<file path="src/rtl/ac97ra_pkg.sv">
package ac97ra_pkg;
  localparam int unsigned SLOT_W    = 20;
  localparam int unsigned DATA_W    = 16;
  localparam int unsigned ADDR_W    = 7;
  localparam int unsigned ADDR_LSB  = 12;
  localparam int unsigned DATA_LSB  = 4;
  localparam int unsigned TAG_FRAME = 19;
  localparam int unsigned TAG_CMD   = 18;
  localparam int unsigned TAG_DAT   = 17;
  localparam int unsigned RW_BIT    = 19;

  typedef enum logic {OP_WR = 1'b0, OP_RD = 1'b1} op_e;

  typedef struct packed {
    op_e                op;
    logic [ADDR_W-1:0]  addr;
    logic [DATA_W-1:0]  data;
  } cmd_t;

  // Outgoing tag word: frame valid always, slot 1/2 valid only with a command
  function automatic logic [SLOT_W-1:0] tag_slot(input logic with_cmd);
    logic [SLOT_W-1:0] w;
    w            = '0;
    w[TAG_FRAME] = 1'b1;
    w[TAG_CMD]   = with_cmd;
    w[TAG_DAT]   = with_cmd;
    return w;
  endfunction

  function automatic logic [SLOT_W-1:0] addr_slot(input cmd_t c);
    logic [SLOT_W-1:0] w;
    w                       = '0;
    w[RW_BIT]               = c.op;
    w[ADDR_LSB +: ADDR_W]   = c.addr;
    return w;
  endfunction

  function automatic logic [SLOT_W-1:0] data_slot(input cmd_t c);
    logic [SLOT_W-1:0] w;
    w = '0;
    if (c.op == OP_WR) w[DATA_LSB +: DATA_W] = c.data;
    return w;
  endfunction

  function automatic logic [DATA_W-1:0] slot_value(input logic [SLOT_W-1:0] w);
    return w[DATA_LSB +: DATA_W];
  endfunction

  function automatic logic [ADDR_W-1:0] slot_addr(input logic [SLOT_W-1:0] w);
    return w[ADDR_LSB +: ADDR_W];
  endfunction
endpackage

</file>
<file path="src/rtl/ac97ra_cmd_ctrl.sv">
module ac97ra_cmd_ctrl
  import ac97ra_pkg::*;
#(
  parameter int HOST_ADDR_W = 8
) (
  input  logic                   clk,
  input  logic                   rst_n,
  input  logic [HOST_ADDR_W-1:0] host_addr,
  input  logic [DATA_W-1:0]      host_wdata,
  input  logic                   host_wr,
  input  logic                   host_rd,
  input  logic                   frame_start,
  output logic                   pending,
  output logic                   live,
  output cmd_t                   cmd,
  output logic                   busy,
  output logic                   cmd_err
);
  logic strobe, both, bad_wr, accept, err_evt;

  assign strobe  = host_wr | host_rd;
  assign both    = host_wr & host_rd;
  assign bad_wr  = host_wr & ~host_rd & (|host_addr[HOST_ADDR_W-1:ADDR_W]);
  assign busy    = pending | live;
  assign accept  = strobe & ~busy & ~both & ~bad_wr;
  assign err_evt = strobe & (busy | both);

  always_ff @(posedge clk) begin
    if (!rst_n) begin
      pending <= 1'b0;
      live    <= 1'b0;
      cmd     <= '0;
      cmd_err <= 1'b0;
    end else begin
      cmd_err <= err_evt;
      if (frame_start) begin
        live    <= pending;
        pending <= 1'b0;
      end
      if (accept) begin
        pending  <= 1'b1;
        cmd.op   <= host_rd ? OP_RD : OP_WR;
        cmd.addr <= host_addr[ADDR_W-1:0];
        cmd.data <= host_wdata;
      end
    end
  end

  AST_ERR_ON_BUSY: assert property (@(posedge clk) disable iff (!rst_n)
    (strobe && busy) |=> cmd_err);
  AST_ERR_ONE_CYCLE: assert property (@(posedge clk) disable iff (!rst_n)
    (cmd_err && !strobe) |=> !cmd_err);
  AST_BAD_WR_DROPPED: assert property (@(posedge clk) disable iff (!rst_n)
    (bad_wr && !busy) |=> !busy);
  AST_BUSY_HELD: assert property (@(posedge clk) disable iff (!rst_n)
    (busy && !frame_start) |=> busy);
  AST_ONE_FRAME: assert property (@(posedge clk) disable iff (!rst_n)
    (live && frame_start) |=> !live);
  AST_NOT_SAME_EDGE: assert property (@(posedge clk) disable iff (!rst_n)
    (accept && frame_start) |=> (pending && !live));
endmodule

</file>
<file path="src/rtl/ac97ra_tx_fmt.sv">
module ac97ra_tx_fmt
  import ac97ra_pkg::*;
#(
  parameter int SLOTS = 13,
  parameter int SIW   = $clog2(SLOTS)
) (
  input  logic              clk,
  input  logic              rst_n,
  input  logic              slot_start,
  input  logic [SIW-1:0]    slot_num,
  input  logic              pending,
  input  logic              live,
  input  cmd_t              cmd,
  output logic [SLOT_W-1:0] tx_word
);
  localparam logic [SIW-1:0] S_TAG = SIW'(0);
  localparam logic [SIW-1:0] S_CMD = SIW'(1);
  localparam logic [SIW-1:0] S_DAT = SIW'(2);

  logic              cmd_now;
  logic [SLOT_W-1:0] next_word;

  // At slot 0 the frame being opened carries whatever is pending
  assign cmd_now = (slot_num == S_TAG) ? pending : live;

  always_comb begin
    next_word = '0;
    unique case (slot_num)
      S_TAG:   next_word = tag_slot(cmd_now);
      S_CMD:   if (cmd_now) next_word = addr_slot(cmd);
      S_DAT:   if (cmd_now) next_word = data_slot(cmd);
      default: next_word = '0;
    endcase
  end

  always_ff @(posedge clk) begin
    if (!rst_n)          tx_word <= '0;
    else if (slot_start) tx_word <= next_word;
  end

  AST_FRAME_TAG: assert property (@(posedge clk) disable iff (!rst_n)
    (slot_start && slot_num == S_TAG) |=> tx_word[TAG_FRAME]);
  AST_IDLE_SLOTS: assert property (@(posedge clk) disable iff (!rst_n)
    (slot_start && slot_num > S_DAT) |=> (tx_word == '0));
  AST_TX_STABLE: assert property (@(posedge clk) disable iff (!rst_n)
    !slot_start |=> $stable(tx_word));
  AST_TAG_PAIR: assert property (@(posedge clk) disable iff (!rst_n)
    (slot_start && slot_num == S_TAG) |=> (tx_word[TAG_CMD] == tx_word[TAG_DAT]));
endmodule

</file>
<file path="src/rtl/ac97ra_rx_cap.sv">
module ac97ra_rx_cap
  import ac97ra_pkg::*;
#(
  parameter int SLOTS = 13,
  parameter int SIW   = $clog2(SLOTS)
) (
  input  logic              clk,
  input  logic              rst_n,
  input  logic              slot_start,
  input  logic [SIW-1:0]    slot_num,
  input  logic [SLOT_W-1:0] rx_word,
  output logic [DATA_W-1:0] rd_data,
  output logic [ADDR_W-1:0] rd_addr,
  output logic              rd_upd
);
  localparam logic [SIW-1:0] S_TAG = SIW'(0);
  localparam logic [SIW-1:0] S_CMD = SIW'(1);
  localparam logic [SIW-1:0] S_DAT = SIW'(2);

  logic              ok_addr, ok_data;
  logic [DATA_W-1:0] new_val;
  logic              val_differs, take_val;
  logic              unused_bits;

  assign new_val     = slot_value(rx_word);
  assign val_differs = (new_val != rd_data);
  assign take_val    = slot_start && (slot_num == S_DAT) && ok_data && val_differs;
  assign unused_bits = ^rx_word[DATA_LSB-1:0];

  always_ff @(posedge clk) begin
    if (!rst_n) begin
      ok_addr <= 1'b0;
      ok_data <= 1'b0;
      rd_data <= '0;
      rd_addr <= '0;
      rd_upd  <= 1'b0;
    end else begin
      rd_upd <= take_val;
      if (take_val) rd_data <= new_val;
      if (slot_start && slot_num == S_TAG) begin
        ok_addr <= rx_word[TAG_CMD];
        ok_data <= rx_word[TAG_DAT];
      end
      if (slot_start && slot_num == S_CMD && ok_addr)
        rd_addr <= slot_addr(rx_word);
    end
  end

  AST_UPD_CHANGED: assert property (@(posedge clk) disable iff (!rst_n)
    rd_upd |-> (rd_data != $past(rd_data)));
  AST_DATA_HOLD: assert property (@(posedge clk) disable iff (!rst_n)
    !(slot_start && slot_num == S_DAT) |=> $stable(rd_data));
  AST_SAME_NO_UPD: assert property (@(posedge clk) disable iff (!rst_n)
    (slot_start && new_val == rd_data) |=> !rd_upd);
endmodule

</file>
<file path="src/rtl/ac97_regacc.sv">
module ac97_regacc
  import ac97ra_pkg::*;
#(
  parameter int SLOTS       = 13,
  parameter int HOST_ADDR_W = 8,
  parameter int SIW         = $clog2(SLOTS)
) (
  input  logic                   clk,
  input  logic                   rst_n,
  input  logic [HOST_ADDR_W-1:0] host_addr,
  input  logic [DATA_W-1:0]      host_wdata,
  input  logic                   host_wr,
  input  logic                   host_rd,
  output logic                   busy,
  output logic                   cmd_err,
  output logic [DATA_W-1:0]      rd_data,
  output logic [ADDR_W-1:0]      rd_addr,
  output logic                   rd_upd,
  input  logic                   slot_start,
  input  logic [SIW-1:0]         slot_num,
  input  logic [SLOT_W-1:0]      rx_word,
  output logic [SLOT_W-1:0]      tx_word
);
  logic frame_start, pending, live;
  cmd_t cmd;

  assign frame_start = slot_start && (slot_num == SIW'(0));

  ac97ra_cmd_ctrl #(.HOST_ADDR_W(HOST_ADDR_W)) u_cmd (
    .clk(clk), .rst_n(rst_n), .host_addr(host_addr), .host_wdata(host_wdata),
    .host_wr(host_wr), .host_rd(host_rd), .frame_start(frame_start),
    .pending(pending), .live(live), .cmd(cmd), .busy(busy), .cmd_err(cmd_err)
  );

  ac97ra_tx_fmt #(.SLOTS(SLOTS), .SIW(SIW)) u_tx (
    .clk(clk), .rst_n(rst_n), .slot_start(slot_start), .slot_num(slot_num),
    .pending(pending), .live(live), .cmd(cmd), .tx_word(tx_word)
  );

  ac97ra_rx_cap #(.SLOTS(SLOTS), .SIW(SIW)) u_rx (
    .clk(clk), .rst_n(rst_n), .slot_start(slot_start), .slot_num(slot_num),
    .rx_word(rx_word), .rd_data(rd_data), .rd_addr(rd_addr), .rd_upd(rd_upd)
  );

  AST_SLOT_RANGE: assert property (@(posedge clk) disable iff (!rst_n)
    slot_start |-> ({1'b0, slot_num} < (SIW+1)'(SLOTS)));
  AST_CMD_IN_FRAME: assert property (@(posedge clk) disable iff (!rst_n)
    (frame_start && !pending) |=> !tx_word[18]);
endmodule

</file>
<file path="config.mk">
export PLATFORM = sky130hd
export DESIGN_NAME = ac97_regacc
export DESIGN_NICKNAME = d
export VERILOG_FILES = /design/src/rtl/ac97ra_pkg.sv /design/src/rtl/ac97ra_cmd_ctrl.sv /design/src/rtl/ac97ra_tx_fmt.sv /design/src/rtl/ac97ra_rx_cap.sv /design/src/rtl/ac97_regacc.sv
export SDC_FILE = /design/constraint.sdc
export NUM_CORES = 1
export LEC_CHECK = 0
export BUFFER_PORTS_ARGS = -buffer_cell sky130_fd_sc_hd__buf_2
export CORE_MARGIN = 2
export CORE_UTILIZATION = 30
export CTS_CLUSTER_DIAMETER = 50
export DETAILED_ROUTE_END_ITERATION = 10
export PLACE_DENSITY = 0.53
export REMOVE_ABC_BUFFERS = 1
export SLEW_MARGIN = 20
export SYNTH_ARGS = -nofsm -noshare
export SYNTH_HDL_FRONTEND = slang
export SYNTH_SLANG_ARGS = --single-unit
export TNS_END_PERCENT = 100
</file>
<file path="constraint.sdc">
create_clock -name clk -period 3.5 [get_ports clk]
set_clock_uncertainty 0.05 [all_clocks]
set_input_delay 0.7 -clock clk [delete_from_list [all_inputs] [get_ports clk]]
set_output_delay 0.7 -clock clk [all_outputs]
set_load 0.03 [all_outputs]
</file>
* After elaboration in Yosys (flattened, before gate mapping)
Cells that the tools add are included.
Storage, ports and cells: bits in registers 73, output and inout port bits 46, word-level logic and storage cells 45
Operators by class: equality and inequality tests 3, muxes and demuxes 8, bitwise gates (word level) 14, reductions and logical operators 8
Operators with widths (count):
- 20-bit one-hot mux with 3 select lines | 1
- 20-bit 2-to-1 mux | 2
- 16-bit 2-to-1 mux | 1
- 16-bit != test | 1
- 1-bit AND | 7
- 1-bit logical AND | 6
- 4-bit by 1-bit == test with 1-bit output, second input constant | 1
- 4-bit by 2-bit == test with 1-bit output, second input constant | 1
- 4-bit zero test | 1
- 1-bit 2-to-1 mux | 4
- 1-bit inverter | 4
- 1-bit OR | 3
- 2-bit nonzero test | 1

* Longest topological paths before layout
depth in word-level cells 6, mapped depth 7, gate-level depth less buffers 5

* Hierarchy
From an unflattened synthesis, not the netlist that was laid out.
Unflattened totals: cell total of the unflattened synthesis 364, area, all modules 3606.0 µm²
Modules (own cells, without submodules):
- ac97ra_cmd_ctrl | times used 1, cells an instance 134, area an instance 1463.9 µm², sequential area each 540.5 µm²
- ac97ra_rx_cap | times used 1, cells an instance 128, area an instance 1211.2 µm², sequential area each 520.5 µm²
- ac97ra_tx_fmt | times used 1, cells an instance 100, area an instance 912.1 µm², sequential area each 320.3 µm²
- ac97_regacc | times used 1, cells an instance 2, area an instance 18.8 µm², sequential area each 0.0 µm²

* Worst setup path before layout
Ideal clock, no wire load.
kind input port to flip-flop, start point in slot_num[0], end point reg u_tx.tx_word[10], library setup time 0.114 ns, arrival time 1.926 ns, data required time 3.336 ns, slack 1.410 ns, cell stages on the path 7, path buffers 2, path through buf_6 > nor4_4 > mux2_4 > and3_4 > buf_12 > a21oi_2 > nor2b_2
Between the ends: cells in the longest elaborated chain, start to end 4, elaborated cells on any way between the ends 6, classes of those cells 2 x eq/ne; 3 x mux; 1 x reduce/logical
Ends and longest elaborated chain:
- start: declaration | RTL line ac97_regacc.sv:20 | input logic [SIW-1:0] slot_num,
- 4-bit zero test | RTL line ac97ra_tx_fmt.sv:24, ac97ra_tx_fmt.sv:28
- 1-bit 2-to-1 mux | RTL line ac97ra_tx_fmt.sv:24 | assign cmd_now = (slot_num == S_TAG) ? pending : live;
- 20-bit 2-to-1 mux | RTL line ac97ra_tx_fmt.sv:31 | S_DAT: if (cmd_now) next_word = data_slot(cmd);
- 20-bit one-hot mux with 3 select lines (*) | RTL line ac97ra_tx_fmt.sv:28 | unique case (slot_num)
- end signal: assignment | RTL line ac97ra_tx_fmt.sv:38 | else if (slot_start) tx_word <= next_word;
- end: declaration | RTL line ac97ra_tx_fmt.sv:14 | output logic [SLOT_W-1:0] tx_word
Every way passes the cells marked *; elsewhere a longest branch is shown, timed or not. A chain may end at the register's enable or synchronous reset.

* Worst setup path after layout
start point reg u_cmd.pending, end point out busy
Between the ends: cells in the longest elaborated chain, start to end 1
Ends and longest elaborated chain:
- start: declaration | RTL line ac97ra_cmd_ctrl.sv:13 | output logic pending,
- start signal: assignment | RTL line ac97ra_cmd_ctrl.sv:30 | pending <= 1'b0;
- start signal: assignment | RTL line ac97ra_cmd_ctrl.sv:38 | pending <= 1'b0;
- start signal: assignment | RTL line ac97ra_cmd_ctrl.sv:41 | pending <= 1'b1;
- 1-bit OR | RTL line ac97ra_cmd_ctrl.sv:24 | assign busy = pending | live;
- end: declaration | RTL line ac97_regacc.sv:14 | output logic busy,
Every way passes these cells.

==> run summary <==
Status = completed
Total Power = 1.80 mW
Critical R2R Launch = u_rx.rd_data[1]$_SDFFE_PN0P_
Residual DRC count = 0
Sw Ratio = 22.5%
H-tree depth = 3
Post-synth top area share = 43.3%
Diodes inserted = 0
Total clock sinks = 69
Count leader, synth = dfxtp_1
Ports = 99
FF-to-FF path depth = 6
TNS Setup = 0 ps
Net switching power = 404 uW
Tmin final = 2090 ps
Via count = 2,465
Sequential share of the synthesized area = 43.3%
Reg2Reg Setup Slack = 1650 ps
Post-CTS Setup Bufs = 0
Starting Density = 30.9%
Internal power = 1.39 mW
HPWL Detailed = 4.97 mm
Worst R2R End = u_rx.rd_upd$_SDFF_PN0_
Storage cell area = 1380 um^2
Worst Path Arrival = 1340 ps
Finished layout cell area = 3970 um^2
Drt total wl = 7.15 mm
Final nets = 463
CP Class = reg -> out
Crit path capture type = primary output
Root Driver = clkbuf_8
Top_reg_cell synth = dfxtp_1
Cts hold-fix bufs = 0
Drt pass-1 iters = 4
Asr flop ratio synth = 0%
Area grow syn2layout = 24.2%
Final setup violation count = 0
Avg WL per Cell = 13.0 um
CTS tree = built
DR vias/cell = 4.47
Num CTS Buffers = 9
Hold slack = 413 ps
Die area = 11,500 um^2
WP data required = 2750 ps
Leakage power = 1.69 nW
Pin count of the biggest net entering global routing = 67
Clk slew on worst S/H paths = 70 ps
Port Buffers = 90
VDD IR max = 0.217 mV
Floorplan core area = 10,300 um^2
Post-Syn Area = 3190 um^2
Hold Vio Cnt, Final = 0
Placed Area = 3710 um^2
Max Cap Viol = 0
Final GP Congestion = 0.764
Worst-Skew Late Latency = 340 ps
#FFs+latches synth = 69
Critical Path Start = u_cmd.pending$_SDFFE_PN0P_
Final cycle utilization of the critical path = 59.6%
Crit path capture = busy
Clock tree buffer depth = 2
Startpoint Class = register
Relative slew slack = 61.6%
Worst hold path type = reg -> reg
Slew of the pin with the lowest slew margin = 572 ps
Worst-path fanout max = 6
List of most frequent post-synthesis cells = dfxtp_1, mux2i_1, nand2_1, nor2b_1, xnor2_1
Yosys top cell by area = dfxtp_1
YS warnings = 0
# fillers = 1,067
PD cells = 453 nW/um^2
Post-synth EDFFs = 0
Synthesized instance count = 326
Reg power frac = 45.5%
Clock Power Share = 45.5%
Netlist cell types = 40
RSZ-0062 raised after global routing = false
DRT antenna net count = 0
Top cells by area, synth = dfxtp_1, mux2i_1, nor2b_1
First-pass GRT wire length = 11.7 mm
GRT Residual Overflow = 0
GRT Resource Usage Total = 13.1%
Fin util = 38.4%
FP Rows = 37
Fmax achieved = 479 MHz
Syn avg cell area = 9.79 um^2
Pins Over Slew Limit = 0
Die height = 107 um
Share of cells above drive strength 1 = 32.0%
Die X = 107 um
Combinational Power Share = 9.0%
Initial antenna violation count = 0
Vias in the first global route = 2,492
Cts repair resizes = 0
Area of the multi-input gates = 1650 um^2
DR iter-0 viols = 82
-- through the flow --
| stage | worst slack, ps | std cells |
|---|---|---|
| final | 1410 | 551 |
| after global routing | 1300 | 551 |
| after CTS | 1380 | 551 |
| after detailed placement | 1020 | 535 |
| after global placement | 1070 | 535 |
| after floorplan | 720 | 306 |
-- per-layer routing --
metal	track usage, %	up-vias	part of all wire [%]
met3	5.53	9	8.5
li1	-	1248	-
met1	15.2	1124	45
met2	21.7	84	45
met5	0	-	0
met4	4.08	0	1.3
-- cell usage in the layout, fill, tap and decap left out, types with 2 or more instances in the layout --
cell,count
buf_2,90
dfxtp_1,69
mux2i_1,46
nand2_1,40
nor2b_1,31
xnor2_1,16
clkbuf_8,11
inv_1,9
and2_1,9
and2b_1,8
a21oi_2,8
nor2b_2,8
o22ai_1,7
nor2_1,6
a21oi_1,6
a22oi_1,5
a21boi_0,5
nand4_1,4
nand3_1,4
conb_1,4
nand2b_1,3
bufinv_16,3
buf_4,3
a22o_1,2
nor4_4,2
and3_1,2
-- final cells by class --
cell class | count | area share (%)
multi-input combinational | 228 | 41.6
timing repair buffer | 93 | 11.9
inverter | 9 | 0.852
clock buffer | 11 | 3.82
tap | 136 | 4.29
sequential | 69 | 34.8
clock inverter | 5 | 2.68
-- worst min-delay path by stage --
stage,from,end,depth (start not counted)
after detailed placement,u_rx.ok_addr$_SDFFE_PN0P_,u_rx.ok_addr$_SDFFE_PN0P_,2
after floorplan,u_rx.ok_data$_SDFFE_PN0P_,u_rx.ok_data$_SDFFE_PN0P_,2
after global placement,u_rx.ok_addr$_SDFFE_PN0P_,u_rx.ok_addr$_SDFFE_PN0P_,2
after CTS,u_rx.ok_addr$_SDFFE_PN0P_,u_rx.ok_addr$_SDFFE_PN0P_,2
final,u_rx.ok_addr$_SDFFE_PN0P_,u_rx.ok_addr$_SDFFE_PN0P_,2
after global routing,u_rx.ok_data$_SDFFE_PN0P_,u_rx.ok_data$_SDFFE_PN0P_,2
-- cells by family after synthesis --
logic type                 Yosys count  synth area share [%]
DFF                                 69                  43.3
muxes                               47                  14.9
xor gates and xnor gates            17                  4.66
buffers and inverters               32                  5.96
AOI/OAI and AO/OA                   35                  7.84
adders and majority gates            1                 0.313
and+or+nand+nor                    124                  23.0
other                                1                 0.117
-- power by group through the flow --
stage	Sequential, mW	Clock, mW	Combinational, mW
2_1_floorplan	0.836	0	0.0892
5_1_grt	0.821	0.879	0.180
4_1_cts	0.818	0.852	0.165
6_report	0.818	0.817	0.162
3_3_place_gp	0.836	0	0.161
3_5_place_dp	0.837	0	0.164
-- worst max-delay path, stage by stage, from the launching register on --
cell and delay [ps]:
dfxtp_1 370, nor2_1 310, inv_1 130, buf_2 200
-- flip-flops by register name (all words and copies together), names as in the netlist --
name / cells
u_cmd.pending: 1
u_rx.rd_data: 16
u_cmd.cmd_err: 1
u_rx.ok_data: 1
u_tx.tx_word: 16
u_cmd.live: 1
u_rx.ok_addr: 1
u_cmd.cmd: 24
u_rx.rd_addr: 7
u_rx.rd_upd: 1
Power figures use the tool's default switching activity.
